===== config.mk =====
export PLATFORM = sky130hd
export DESIGN_NAME = offset_null_tracker
export DESIGN_NICKNAME = d
export VERILOG_FILES = /design/src/rtl/offset_null_pkg.sv /design/src/rtl/interval_timer.sv /design/src/rtl/pair_judge.sv /design/src/rtl/offset_null_tracker.sv
export SDC_FILE = /design/constraint.sdc
export NUM_CORES = 1
export LEC_CHECK = 0
export ABC_AREA = 1
export BUFFER_PORTS_ARGS = -buffer_cell sky130_fd_sc_hd__buf_4
export CORE_UTILIZATION = 56
export DETAILED_ROUTE_END_ITERATION = 7
export MAX_ROUTING_LAYER = met4
export PLACE_DENSITY = 0.77
export SLEW_MARGIN = 40
export SYNTH_ARGS = -nofsm -noshare
export SYNTH_HDL_FRONTEND = slang
export SYNTH_SLANG_ARGS = --single-unit
export TNS_END_PERCENT = 5

===== constraint.sdc =====
create_clock -name clk -period 2.9 [get_ports clk]
set_input_delay 0.29 -clock clk [delete_from_list [all_inputs] [get_ports clk]]
set_output_delay 0.29 -clock clk [all_outputs]
set_load 0.01 [all_outputs]

===== src/rtl/offset_null_pkg.sv =====
package offset_null_pkg;

    localparam int ONP_CODE_W   = 8;
    localparam int ONP_CNT_W    = 8;
    localparam int ONP_DEADBAND = 5;

    typedef enum logic [1:0] {
        STEP_HOLD = 2'd0,
        STEP_UP   = 2'd1,
        STEP_DOWN = 2'd2
    } step_e;

    // Decide the step from the two interval lengths.
    function automatic step_e judge_pair(input int pos_len, input int neg_len, input int band);
        if (pos_len - neg_len > band)      return STEP_UP;
        else if (neg_len - pos_len > band) return STEP_DOWN;
        else                               return STEP_HOLD;
    endfunction

    // Apply a step with clamping at both rails.
    function automatic int apply_step(input int code, input step_e st, input int code_max);
        case (st)
            STEP_UP:   return (code >= code_max) ? code_max : code + 1;
            STEP_DOWN: return (code <= 0) ? 0 : code - 1;
            default:   return code;
        endcase
    endfunction

endpackage


===== src/rtl/interval_timer.sv =====
module interval_timer #(
    parameter int CNT_W = offset_null_pkg::ONP_CNT_W
) (
    input  logic             clk,
    input  logic             rst,
    input  logic             active,
    input  logic             start,
    input  logic             start_pos,
    input  logic             tick,
    input  logic             hit,
    output logic             done,
    output logic             done_pos,
    output logic [CNT_W-1:0] done_len
);
    localparam logic [CNT_W-1:0] CNT_MAX = {CNT_W{1'b1}};

    logic             running;
    logic             pol_q;
    logic [CNT_W-1:0] cnt_q;

    always_ff @(posedge clk) begin
        if (rst || !active) begin
            running <= 1'b0;
            pol_q   <= 1'b0;
            cnt_q   <= '0;
        end else if (start) begin
            running <= 1'b1;
            pol_q   <= start_pos;
            cnt_q   <= '0;
        end else if (running && hit) begin
            running <= 1'b0;
        end else if (running && tick && cnt_q != CNT_MAX) begin
            cnt_q <= cnt_q + 1'b1;
        end
    end

    assign done     = active && running && hit && !start;
    assign done_pos = pol_q;
    assign done_len = cnt_q;
endmodule


===== src/rtl/pair_judge.sv =====
module pair_judge #(
    parameter int CNT_W    = offset_null_pkg::ONP_CNT_W,
    parameter int CODE_W   = offset_null_pkg::ONP_CODE_W,
    parameter int DEADBAND = offset_null_pkg::ONP_DEADBAND
) (
    input  logic              clk,
    input  logic              rst,
    input  logic              active,
    input  logic              done,
    input  logic              done_pos,
    input  logic [CNT_W-1:0]  done_len,
    output logic [CODE_W-1:0] dac_code
);
    import offset_null_pkg::*;

    localparam int                CODE_MAX = (1 << CODE_W) - 1;
    localparam logic [CODE_W-1:0] CODE_MID = CODE_W'(1 << (CODE_W - 1));

    logic [CNT_W-1:0]  pos_len_q, neg_len_q;
    logic              have_pos, have_neg;
    logic [CNT_W-1:0]  pos_v, neg_v;
    logic              pair_full;
    step_e             step;
    logic [CODE_W-1:0] code_next;

    always_comb begin
        pos_v     = done_pos ? done_len : pos_len_q;
        neg_v     = done_pos ? neg_len_q : done_len;
        pair_full = done_pos ? have_neg : have_pos;
        step      = judge_pair(int'(pos_v), int'(neg_v), DEADBAND);
        code_next = CODE_W'(apply_step(int'(dac_code), step, CODE_MAX));
    end

    always_ff @(posedge clk) begin
        if (rst) begin
            dac_code  <= CODE_MID;
            pos_len_q <= '0;
            neg_len_q <= '0;
            have_pos  <= 1'b0;
            have_neg  <= 1'b0;
        end else if (!active) begin
            have_pos <= 1'b0;
            have_neg <= 1'b0;
        end else if (done) begin
            if (pair_full) begin
                dac_code <= code_next;
                have_pos <= 1'b0;
                have_neg <= 1'b0;
            end else if (done_pos) begin
                pos_len_q <= done_len;
                have_pos  <= 1'b1;
            end else begin
                neg_len_q <= done_len;
                have_neg  <= 1'b1;
            end
        end
    end
endmodule


===== src/rtl/offset_null_tracker.sv =====
module offset_null_tracker #(
    parameter int CNT_W    = offset_null_pkg::ONP_CNT_W,
    parameter int CODE_W   = offset_null_pkg::ONP_CODE_W,
    parameter int DEADBAND = offset_null_pkg::ONP_DEADBAND
) (
    input  logic              clk,
    input  logic              rst,
    input  logic              ale_en,
    input  logic              arm_null,
    input  logic              conv_end,
    input  logic              alt_phase,
    input  logic              pol_strobe,
    input  logic              pol_pos,
    input  logic              zc_pulse,
    output logic [CODE_W-1:0] dac_code,
    output logic              dac_en
);
    logic             meas_done;
    logic             meas_pos;
    logic [CNT_W-1:0] meas_len;

    always_ff @(posedge clk) begin
        if (rst || conv_end) dac_en <= 1'b0;
        else if (arm_null)   dac_en <= 1'b1;
    end

    interval_timer #(.CNT_W(CNT_W)) u_timer (
        .clk       (clk),
        .rst       (rst),
        .active    (alt_phase),
        .start     (pol_strobe),
        .start_pos (pol_pos),
        .tick      (ale_en),
        .hit       (zc_pulse),
        .done      (meas_done),
        .done_pos  (meas_pos),
        .done_len  (meas_len)
    );

    pair_judge #(.CNT_W(CNT_W), .CODE_W(CODE_W), .DEADBAND(DEADBAND)) u_judge (
        .clk      (clk),
        .rst      (rst),
        .active   (alt_phase),
        .done     (meas_done),
        .done_pos (meas_pos),
        .done_len (meas_len),
        .dac_code (dac_code)
    );
endmodule


* Yosys cells after proc, flatten, opt, wreduce, memory -nomap -nowiden
Cells that the tools add are included.
** Storage, ports and cells
- Flip-flop bits (word level) :: 37
** Operators by class
- Add/sub/neg operators :: 5
- Magnitude comparators :: 4
- Equal/unequal tests :: 4
- Mux-type cells :: 14
- Bitwise operators :: 3
- Reduce and logical (&&, ||, !) cells :: 20
** Operators by type and width (number)
- 32-bit by 4-bit greater-than comparator with 1-bit output (second input constant) :: 2
- 8-bit 2-to-1 mux :: 4
- 8-bit by 8-bit subtractor with 9-bit output :: 2
- 8-bit by 1-bit adder with 8-bit output (second input constant) :: 2
- 8-bit one-hot mux with 2 select lines :: 1
- 8-bit greater-or-equal comparator (second input constant) :: 1
- 8-bit by 1-bit <= comparator with 1-bit output (second input constant) :: 1
- 8-bit inequality test (second input constant) :: 1
- 8-bit by 1-bit subtractor with 8-bit output (second input constant) :: 1
- 1-bit 2-to-1 mux :: 7
- 1-bit logical AND :: 6
- 2-bit AND reduction :: 3
- 2-bit nonzero test :: 3
- 2-bit 2-to-1 mux :: 2
- 4-bit AND reduction :: 1
- 2-bit OR reduction :: 2
- 1-bit inverter :: 3
- 3-bit AND reduction :: 1
- 2-bit by 1-bit == test with 1-bit output (second input constant) :: 1
- 2-bit == test (second input constant) :: 1
- 1-bit zero test :: 2
- 1-bit logical OR :: 2
- 2-bit by 1-bit inequality test with 1-bit output (second input constant) :: 1

* Longest topological paths before layout
Gate-level depths: netlist of run 1.
- Word-level depth :: 8
- Mapped depth :: 23
- Depth with buffers taken out :: 22

* Hierarchy
From an unflattened synthesis of run 1, not the netlist that was laid out.
** Second synthesis, totals
- Cell total of the unflattened synthesis :: 510
- Area, all modules :: 3060.4 µm²
** By module, submodules not included
- pair_judge :: times used 1, cells each 414, area each 2449.8 µm², sequential area each 520.5 µm²
- interval_timer :: times used 1, cells each 90, area each 571.8 µm², sequential area each 200.2 µm²
- offset_null_tracker :: times used 1, cells each 6, area each 38.8 µm², sequential area each 20.0 µm²

* Worst setup path before layout of run 1
No wires, ideal clock.
- Path type :: reg-to-reg
- Start point :: register u_timer.pol_q (netlist: u_timer.done_pos)
- End point :: register u_judge.dac_code[1]
- Library setup time :: 0.109 ns
- Data arrival time :: 2.754 ns
- Required time :: 2.791 ns
- Setup slack :: 0.038 ns
- Cell stages (with the launch flop) :: 22
- Buffers on the path :: 2
- Path through :: dfxtp_1 > clkbuf_1 > inv_1 > or2_2 > o21ai_0 > inv_1 > fa_1 > inv_1 > nand2_1 > nand2_2 > nand3_1 > nand2_1 > nand3_1 > nor2_1 > nand2_2 > nand2_4 > nand2_4 > nand2_4 > buf_6 > a21oi_2 > nand2_1 > inv_1
** On the way
- Cells in the longest elaborated chain, start to end :: 8
- Elaborated cells on any way between the ends :: 14
** Ends and longest elaborated chain
- start: declaration :: RTL line interval_timer.sv:18 : logic pol_q;
- start signal: assignment :: RTL line interval_timer.sv:28 : pol_q <= start_pos;
- 8-bit 2-to-1 mux (*) :: RTL line pair_judge.sv:28 : neg_v = done_pos ? neg_len_q : done_len;
- named net u_judge.neg_v[1] :: RTL line pair_judge.sv:21 : logic [CNT_W-1:0] pos_v, neg_v;
- 8-bit by 8-bit subtractor with 9-bit output :: RTL line offset_null_pkg.sv:16 : else if (neg_len - pos_len > band) return STEP_DOWN;
- 32-bit by 4-bit greater-than comparator with 1-bit output :: RTL line offset_null_pkg.sv:16
- 2-bit 2-to-1 mux :: RTL line offset_null_pkg.sv:16
- 2-bit 2-to-1 mux (*) :: RTL line offset_null_pkg.sv:15 : if (pos_len - neg_len > band) return STEP_UP;
- 2-bit by 1-bit == test with 1-bit output / 2-bit == test (equally long branches) :: RTL line offset_null_pkg.sv:22 : case (st)
- 2-bit nonzero test (no source line)
- 4-bit AND reduction (no source line)
- end signal: assignment :: RTL line pair_judge.sv:46 : dac_code <= code_next;
- end: declaration :: RTL line pair_judge.sv:12 : output logic [CODE_W-1:0] dac_code
Mark *: on every way through the listed nets, which the timed path passes. The rest lies on a longest branch.
A chain may end at the register's enable or synchronous reset.

* Final worst setup path of run 1
- Start point :: register u_timer.pol_q (netlist: u_timer.done_pos)
- End point :: register u_judge.dac_code[3]
** On the way
- Cells in the longest elaborated chain, start to end :: 8
- Elaborated cells on any way between the ends :: 14
** Ends and longest elaborated chain (RTL line)
- 8-bit 2-to-1 mux, on equally long branches
- 8-bit by 8-bit subtractor with 9-bit output :: offset_null_pkg.sv:16
- 32-bit by 4-bit greater-than comparator with 1-bit output :: offset_null_pkg.sv:16
- 2-bit 2-to-1 mux :: offset_null_pkg.sv:16
- 2-bit 2-to-1 mux :: offset_null_pkg.sv:15
- 2-bit by 1-bit == test with 1-bit output / 2-bit == test (equally long branches) :: offset_null_pkg.sv:22
- 2-bit nonzero test (no source line)
- 4-bit AND reduction (no source line)
Several ways; a longest one is shown, not always the timed one.

==> flow_summary.toml, run 1 <==
[detailed_routing]
routed_wl_mm = 7.147
ant_nets = 0
firstDrtPassIters = 6
first_iter_violations = 222
num_vias = 3166
drc = 0
viasPerCell = 5.312
wl_per_cell_um = 11.99

[critical_path]
max_stage_delay_ns = 0.38
crit_top_cell = "nand2_1"
crit_chain = "buf_12 > o21ai_0 > ha_1 > or2_2 > nand3_1 > nand2_1 > nand2_1 > nand2_1 > nor2_1 > nand2_2 > nand2_4 > buf_12 > nand2_4 > nand2_1 > nand3_1 > nand2_1 > inv_1"
arrival_ns = 2.92
slowest_stage = "ha_1"
startpoint = "u_timer.done_pos"
cp-start-kind = "flop"
r2r_start = "u_timer.done_pos"
worstPathRequired_ns = 3.11
worstSetupPathType = "reg -> reg"
endpoint_kind = "flop"
worst-path-max-fanout = 26

[sta]
hold_viol = 0
min_period_ns = 2.713
period_share_pct = 93.54
finClkSkew_ns = 0.01336
finalSetupTns_ns = 0
relSlewSlack_pct = 47.37
worst_pin_slew_ns = 0.7885
setup_ws_ns = 0.1873
max_freq_ghz = 0.3686
final_max_slew_viol_count = 0
finalSetupViolations = 0

[pwr]
p_total_w = 0.001442
p_per_area_nw_per_um2 = 405.8
pwr-share-clk_pct = 31.7
p_int_w = 0.0009560
leakage_nw = 1.801
switchingPower_w = 0.0004858
power_frac_seq_pct = 35.8
combPwrFrac_pct = 32.5
switching_share_pct = 33.69
vdd_drop_max_mv = 0.2604

[hold_path]
min-delay-start = "conv_end"
hp-class = "in -> reg"

[final_layout]
seqCellArea_um2 = 742.0
final_util_pct = 68.70
drive_above_1_share_pct = 19.01
multi_input_area_um2 = 1959
diodes = 0
num-nets-final = 555
n_fill_cell = 443
syn_to_final_growth_pct = 16.44

[global_routing]
grt_max_degree = 33
grt_pass1_vias = 2694
grt_pass1_wl_mm = 11.39
track_usage_pct = 26.45
grt_overflow = 0
antenna_found_initial = 0

[synthesis]
postSynthAreaPerCell_um2 = 6.203
synth_edf_count = 0
ys_seq_elements = 37
yosysUniqueCellTypes = 31
syn_inst = 492
async_reset_ff_share_pct = 0
synth_nets = 522
syn-cell-area_um2 = 3052
synth.largest_area_cell = "dfxtp_1"
ys.warnings.count = 0
yosysSeqAreaShare_pct = 24.27
synthMostInstantiatedCell = "nand2_1"
ys.flop_type = "dfxtp_1"
synth_top_cells_by_count = "nand2_1 (107), inv_1 (83), nand3_1 (48)"
synth.area.top_cells = "dfxtp_1 (24%), nand2_1 (13%), inv_1 (10%)"
synth_top_area_share_pct = 24.27

[die]
initial_core_util_pct = 59.00
num_io_pins = 18
fp-row-count = 26
fp.dieH_um = 75.82
core-area_um2 = 5172
dieArea_um2 = 5749
die_width_um = 75.82

[place]
io_buffers = 17
dp_hpwl_mm = 5.430
gp_congestion = 0.8964
dp_slack_ns = -0.005589

[clocking]
numCtsBuffers = 5
cts-root-buf = "clkbuf_8"
clock_latency_ns = 0.30
htree_levels = 2
tritoncts = "built"
clkTransAtPathRegs_ns = 0.08
cts.path.max_buffers = 2
cts_sinks = 37

[outcome]
status = "completed"

[flow_run]
drv_cap = 0
==> logic make-up after synthesis <==
logic type                 share of synthesized area (%)
adders and majority gates                          9.102
AOI/OAI and AO/OA                                  16.07
DFF                                                24.27
xor gates and xnor gates                           1.722
and+or+nand+nor                                    35.47
buffers and inverters                              13.37
==> cells in the final DEF, fill, tap and decap left out, types with 8 or more instances in the layout <==
master   instances
nand2_2          8
a21oi_1         37
or2_2           11
nand3_1         48
dfxtp_1         36
buf_4           38
inv_1           79
nand2_1        106
ha_1            16
nor2_1          37
o21ai_0         38
==> path summary, 6_finish.rpt <==
check,endpoint,slack [ns],cells past startpoint
worst max-delay path,u_judge.dac_code[3],0.19,17
worst min-delay path,dac_en,0.15,2
worst max register to register,u_judge.dac_code[3],0.19,17
worst min register to register,u_judge.have_pos,0.49,2
==> power by group through the flow <==
stage	registers, W	clock network [W]	logic [W]
6_report	0.000516	0.000457	0.000469
5_1_grt	0.000516	0.000481	0.000523
4_1_cts	0.000515	0.000465	0.000439
3_5_place_dp	0.000527	0	0.000437
3_3_place_gp	0.000527	0	0.000430
2_1_floorplan	0.000527	0	0.000325
==> through the flow <==
step | instances | hold WS [ns] | instance area (um2)
floorplan | 492 | 0.3668 | 3052
global placement | 583 | 0.4516 | 3349
detailed placement | 583 | 0.4675 | 3349
CTS | 591 | 0.1476 | 3461
global route | 596 | 0.1516 | 3553
finish | 596 | 0.1547 | 3553
==> final cells by class <==
class,instances,area share (%)
inverter,86,9.225
clock inverter,2,1.092
clock buffer,6,2.042
timing repair buffer,40,9.155
sequential,37,20.88
multi-input combinational,355,55.14
tap,70,2.465
==> flip-flops by register name, summed over array words and instances, names as in the netlist <==
name,cells
u_judge.dac_code,8
u_judge.have_neg,1
u_timer.done_len,8
u_judge.neg_len_q,8
u_judge.have_pos,1
dac_en,1
u_timer.running,1
u_judge.pos_len_q,8
u_timer.done_pos,1
==> metal layers <==
metal	part of all wire, %	routed length [um]	vias to the layer above	track usage [%]
li1	-	-	1637	-
met1	48	3435	1427	34.89
met2	46	3310	90	41.79
met3	4.3	305	12	3.704
met4	1.3	96	0	8.230
met5	0	0	-	-
==> worst max-delay path: cells and delay by family (launching register included) <==
kind / cells / cell delay (ns)
AO/OA/AOI/OAI: 1 / 0.34
flip-flops: 1 / 0.34
AND/OR/NAND/NOR: 12 / 1.24
buffers and inverters: 3 / 0.32
adder cells (fa/ha/maj): 1 / 0.38
==> repair_timing <==
item	in CTS	in global routing
pin swaps	0	6
cloned	0	1
resized for setup	1	25
setup endpoints to repair	6	8
hold buffers	0	0
setup buffers	0	4
(Power assumes the default switching activity.)
==> run 2, diff against run 1 <==
Settings changed: CORE_UTILIZATION 56 to 60, PLACE_DENSITY 0.77 to 0.84.
Clock period 2.9 ns to 3.01 ns, I/O delays scaled along.
==> run 2 against run 1 <==
Combinational power down 5.5%. Count of clock-buffer cells in the layout is 1 lower. Fmax decreased by 4.1%. Worst setup slack got worse by 0.0070 ns. Hold slack got worse by 0.0030 ns. Routed wire length is 2.0% higher. Via count is 0.13% higher. Final cell count shrank 0.67%. Register-to-register slack about the same. Critical path type unchanged.
==> flow_summary.toml, run 2 (same netlist as run 1, synthesis figures left out) <==
[die]
dieArea_um2 = 5375
die_width_um = 73.32
fp-row-count = 25
fp.dieH_um = 73.32
initial_core_util_pct = 63.35
core-area_um2 = 4817
num_io_pins = 18

[detailed_routing]
wl_per_cell_um = 12.32
top_layer = "met4"
met1_length_mm = 3.353
firstDrtPassIters = 5
wl_met3_um = 361
routed_wl_mm = 7.291
num_vias = 3170
viasPerCell = 5.355
first_iter_violations = 224
wl_met2_mm = 3.474
drc = 0
ant_nets = 0

[clocking]
htree_levels = 2
cts_sinks = 37
cts.path.max_buffers = 2
clock_latency_ns = 0.30
clkTransAtPathRegs_ns = 0.09
numCtsBuffers = 5
tritoncts = "built"
cts-root-buf = "clkbuf_8"

[global_routing]
grt_pass1_vias = 2708
grt_pass1_wl_mm = 11.94
grt_max_degree = 33
antenna_found_initial = 0
grt_overflow = 0
track_usage_pct = 28.97

[critical_path]
worst-path-max-fanout = 9
rrSetupSlack_ns = 0.18
startpoint = "u_timer.done_pos"
endpoint_kind = "flop"
cp-start-kind = "flop"
worstPathRequired_ns = 3.21
worstSetupPathType = "reg -> reg"
arrival_ns = 3.03
r2r_start = "u_timer.done_pos"

[pwr]
leakage_nw = 1.791
p_per_area_nw_per_um2 = 393.8
vdd_drop_max_mv = 0.2953

[place]
dp_slack_ns = 0.01207
io_buffers = 17
post-place-cells = 578
gp_congestion = 0.9162
dp_hpwl_mm = 5.443
place_area_um2 = 3306

[sta]
min_period_ns = 2.830
finalSetupViolations = 0
period_share_pct = 94.01
finalSetupTns_ns = 0
final_max_slew_viol_count = 0
relSlewSlack_pct = 49.83
worst_pin_slew_ns = 0.7518
setup_ws_ns = 0.1803
hold_viol = 0
max_freq_ghz = 0.3534
holdWs_ns = 0.1517
finClkSkew_ns = 0.01167

[final_layout]
n_fill_cell = 410
drive_above_1_share_pct = 18.10
fin_cells = 592
fin_area_um2 = 3511
diodes = 0
most-common-layout-cells = "nand2_1 (106), inv_1 (81), nand3_1 (48), o21ai_0 (39), buf_4 (39)"
mostFrequentLayoutCell = "nand2_1"
syn_to_final_growth_pct = 15.05
num-nets-final = 554

[outcome]
status = "completed"

[hold_path]
hp-class = "in -> reg"
min-delay-start = "conv_end"

[flow_run]
drv_cap = 0
[run 2: cell count changes in the layout (fill, tap and decap cells not counted), moves of 2 or more]
cell	delta
buf_12	-2
inv_1	+2
o21ai_1	+2
o21ai_2	-3
[run 2: layer usage]
metal / up-vias / GRT usage [%]
li1: 1629 / -
met1: 1433 / 38.10
met2: 99 / 46.40
met3: 9 / 3.841
met4: 0 / 8.974
met5: - / -
[run 2: stage by stage]
step / util, % / power (W)
finish: 72.88 / 0.001383
global route: 72.88 / 0.001457
CTS: 71.01 / 0.001350
detailed placement: 68.62 / 0.0009085
global placement: 68.62 / 0.0008970
floorplan: - / 0.0008204
[run 2: area by class of cell]
cell class                 count  area, um2  area share (%)
timing repair buffer          40      304.0           8.660
clock inverter                 3      46.29           1.319
clock buffer                   5      68.82           1.960
inverter                      86      322.8           9.195
tap                           67      83.83           2.388
sequential                    37      740.7           21.10
multi-input combinational    354       1944           55.38
[run 2: path summary, 6_finish.rpt]
kind,end,depth (start not counted)
worst max-delay path,u_judge.dac_code[0],19
worst min-delay path,dac_en,2
worst max register to register,u_judge.dac_code[0],19
worst min register to register,u_judge.have_pos,2
[run 2: what timing repair did]
item,in CTS,in global routing
buffers inserted,0,6
resized for setup,1,18
hold buffers,0,0
pin swaps,0,2
hold endpoints to repair,0,0
setup endpoints to repair,6,8
[run 2: critical path, stage by stage (launching register included)]
cell and delay (ns):
dfxtp_1 0.35, inv_1 0.08, buf_4 0.16, or2_2 0.26
o21ai_0 0.13, ha_1 0.35, or2_2 0.35, nand3_1 0.12
nand2_1 0.07, nand2_1 0.07, nand2_1 0.04, nor2_1 0.10
nand2_2 0.08, nand2_4 0.12, nand2_4 0.08, nand2_8 0.10
buf_4 0.14, nand2_2 0.04, nand2_1 0.06, nor2_1 0.05
[run 2: power by group]
part           switching (W)  internal (W)
clock network       0.000195      0.000248
registers         0.00000250      0.000494
logic               0.000272      0.000171
total               0.000470      0.000913
==> run 3, diff against run 2 <==
Settings changed: CORE_MARGIN set to 2.
Clock period 3.01 ns to 2.7 ns, I/O delays scaled along.
==> run 3 against run 2 <==
Largest power group is now combinational logic. Worst setup slack worse by 0.21 ns. Global-route usage shrank 0.20 points. The run now ends with setup timing left. Combinational power grew 45%.
==> flow_summary.toml, run 3 (same netlist as run 1, synthesis figures left out) <==
[final_layout]
drive_above_1_share_pct = 29.51
most-common-layout-cells = "nand2_1 (96), inv_1 (76), buf_4 (58), nand3_1 (44)"
fin_area_um2 = 3973
syn_to_final_growth_pct = 30.18
num-nets-final = 579
diodes = 0
mostFrequentLayoutCell = "nand2_1"
fin_cells = 616
final_util_pct = 82.47

[global_routing]
grt_overflow = 0
antenna_found_initial = 0
grt_pass1_wl_mm = 12.39
grt_max_degree = 33
track_usage_pct = 28.77
grt_pass1_vias = 2890

[sta]
finalSetupViolations = 5
worst_pin_slew_ns = 0.8131
finalSetupTns_ns = -0.08199
finClkSkew_ns = 0.01560
period_share_pct = 101.0
setup_ws_ns = -0.02795
min_period_ns = 2.728
relSlewSlack_pct = 45.74
rsz0062_at_grt = "true"
hold_viol = 0
final_max_slew_viol_count = 0
max_freq_ghz = 0.3666

[critical_path]
endpoint_kind = "flop"
cp-start-kind = "flop"
reg2reg_to = "u_judge.dac_code[1]"
arrival_ns = 2.94
worstSetupPathType = "reg -> reg"
r2r_start = "u_timer.done_pos"
rrSetupSlack_ns = -0.03
worstPathRequired_ns = 2.91
worst-path-max-fanout = 13
r2r_cells = 17

[hold_path]
hold_path_end = "dac_en"
whs_path_depth = 2
hp-class = "in -> reg"
min-delay-start = "conv_end"

[pwr]
p_total_w = 0.001612
combPwrFrac_pct = 39.9
p_per_area_nw_per_um2 = 405.9
vdd_drop_max_mv = 0.4760
switching_share_pct = 36.85
switchingPower_w = 0.0005942
power_frac_seq_pct = 34.4
leakage_nw = 1.955
pwr-share-clk_pct = 25.7
p_int_w = 0.001018

[clocking]
cts.path.max_buffers = 2
clock_latency_ns = 0.31
clkTransAtPathRegs_ns = 0.09
htree_levels = 2
cts-root-buf = "clkbuf_8"
numCtsBuffers = 5
cts_sinks = 37
tritoncts = "built"

[outcome]
violations = "setup timing"
status = "finished with violations"

[place]
place_area_um2 = 3463
dp_hpwl_mm = 5.518
gp_congestion = 0.9116
post-place-cells = 598
io_buffers = 17

[detailed_routing]
first_iter_violations = 628
wl_per_cell_um = 15.97
num_vias = 3620
firstDrtPassIters = 6
drc = 0
routed_wl_mm = 9.837
ant_nets = 0
viasPerCell = 5.877

[die]
dieArea_um2 = 5672
fp.dieH_um = 75.32
initial_core_util_pct = 63.35
core-area_um2 = 4817
fp-row-count = 25
die_width_um = 75.32
num_io_pins = 18

[flow_run]
drv_cap = 0
==> run 3: changes by cell type in the layout (fill, tap and decap cells not counted), sizes merged <==
cell | before | now
clkbuf | 5 | 6
buf | 40 | 65
clkinv | 1 | 0
bufinv | 1 | 0
==> run 3: routing by layer <==
layer / vias to the layer above / GRT usage [%] / share of wire, %
met5: - / - / 0
met4: 0 / 8.772 / 4.6
met3: 62 / 4.630 / 8.7
met2: 235 / 45.51 / 47
met1: 1648 / 37.97 / 40
li1: 1675 / - / -
==> run 3: what timing repair did <==
item | 4_1_cts | 5_1_grt
buffers inserted | 1 | 11
hold buffers | 0 | 0
gates cloned | 0 | 1
setup endpoints to repair | 8 | 8
pin swaps | 2 | 20
gates resized for setup | 8 | 88
==> run 3: through the flow <==
| stage | setup WS (ns) | hold slack (ns) |
|---|---|---|
| floorplan | 0.01305 | 0.3468 |
| CTS | 0.006957 | 0.1214 |
| global placement | -0.03108 | 0.4305 |
| detailed placement | -0.1042 | 0.4341 |
| global route | -0.1910 | 0.1314 |
| finish | -0.02795 | 0.1352 |
==> run 3: critical path, stage by stage (launching register included) <==
cell and delay [ns]:
dfxtp_4 0.37, buf_6 0.17, o21ai_0 0.29, inv_1 0.15, ha_4 0.29, a21oi_1 0.30, nand2_1 0.13, nand2_1 0.08
nand2_1 0.05, nor2_1 0.13, nand2_2 0.10, nand2_4 0.11, nand2_4 0.07, nand2_4 0.10, buf_4 0.14, a21oi_2 0.05
nand2_1 0.06, inv_1 0.04
==> run 3: final cells by class <==
type | instances | area, um2
Multi-Input combinational cell | 354 | 2212
Fill cell | 289 | 844.6
Sequential cell | 37 | 744.5
Timing Repair Buffer | 65 | 514.2
Inverter | 86 | 327.8
Tap cell | 67 | 83.83
Clock buffer | 6 | 82.58
Clock inverter | 1 | 7.507
==> run 3: worst max path at each step <==
stage | from | to | slack (ns) | depth (start not counted)
after floorplan | u_timer.done_pos | u_judge.dac_code[7] | 0.01 | 20
after global placement | u_timer.done_pos | u_judge.dac_code[5] | -0.03 | 21
after detailed placement | u_timer.done_pos | u_judge.dac_code[2] | -0.10 | 21
after CTS | u_timer.done_pos | u_judge.dac_code[2] | 0.007 | 20
after global routing | u_timer.done_pos | u_judge.dac_code[3] | -0.19 | 17
final | u_timer.done_pos | u_judge.dac_code[1] | -0.03 | 17
==> run 3: power groups by stage <==
| stage | Sequential, W | Combinational, W | Clock, W |
|---|---|---|---|
| after floorplan | 0.000566 | 0.000351 | 0 |
| after global placement | 0.000566 | 0.000462 | 0 |
| after detailed placement | 0.000566 | 0.000470 | 0 |
| after CTS | 0.000554 | 0.000481 | 0.000410 |
| after global routing | 0.000555 | 0.000687 | 0.000436 |
| final | 0.000555 | 0.000643 | 0.000415 |
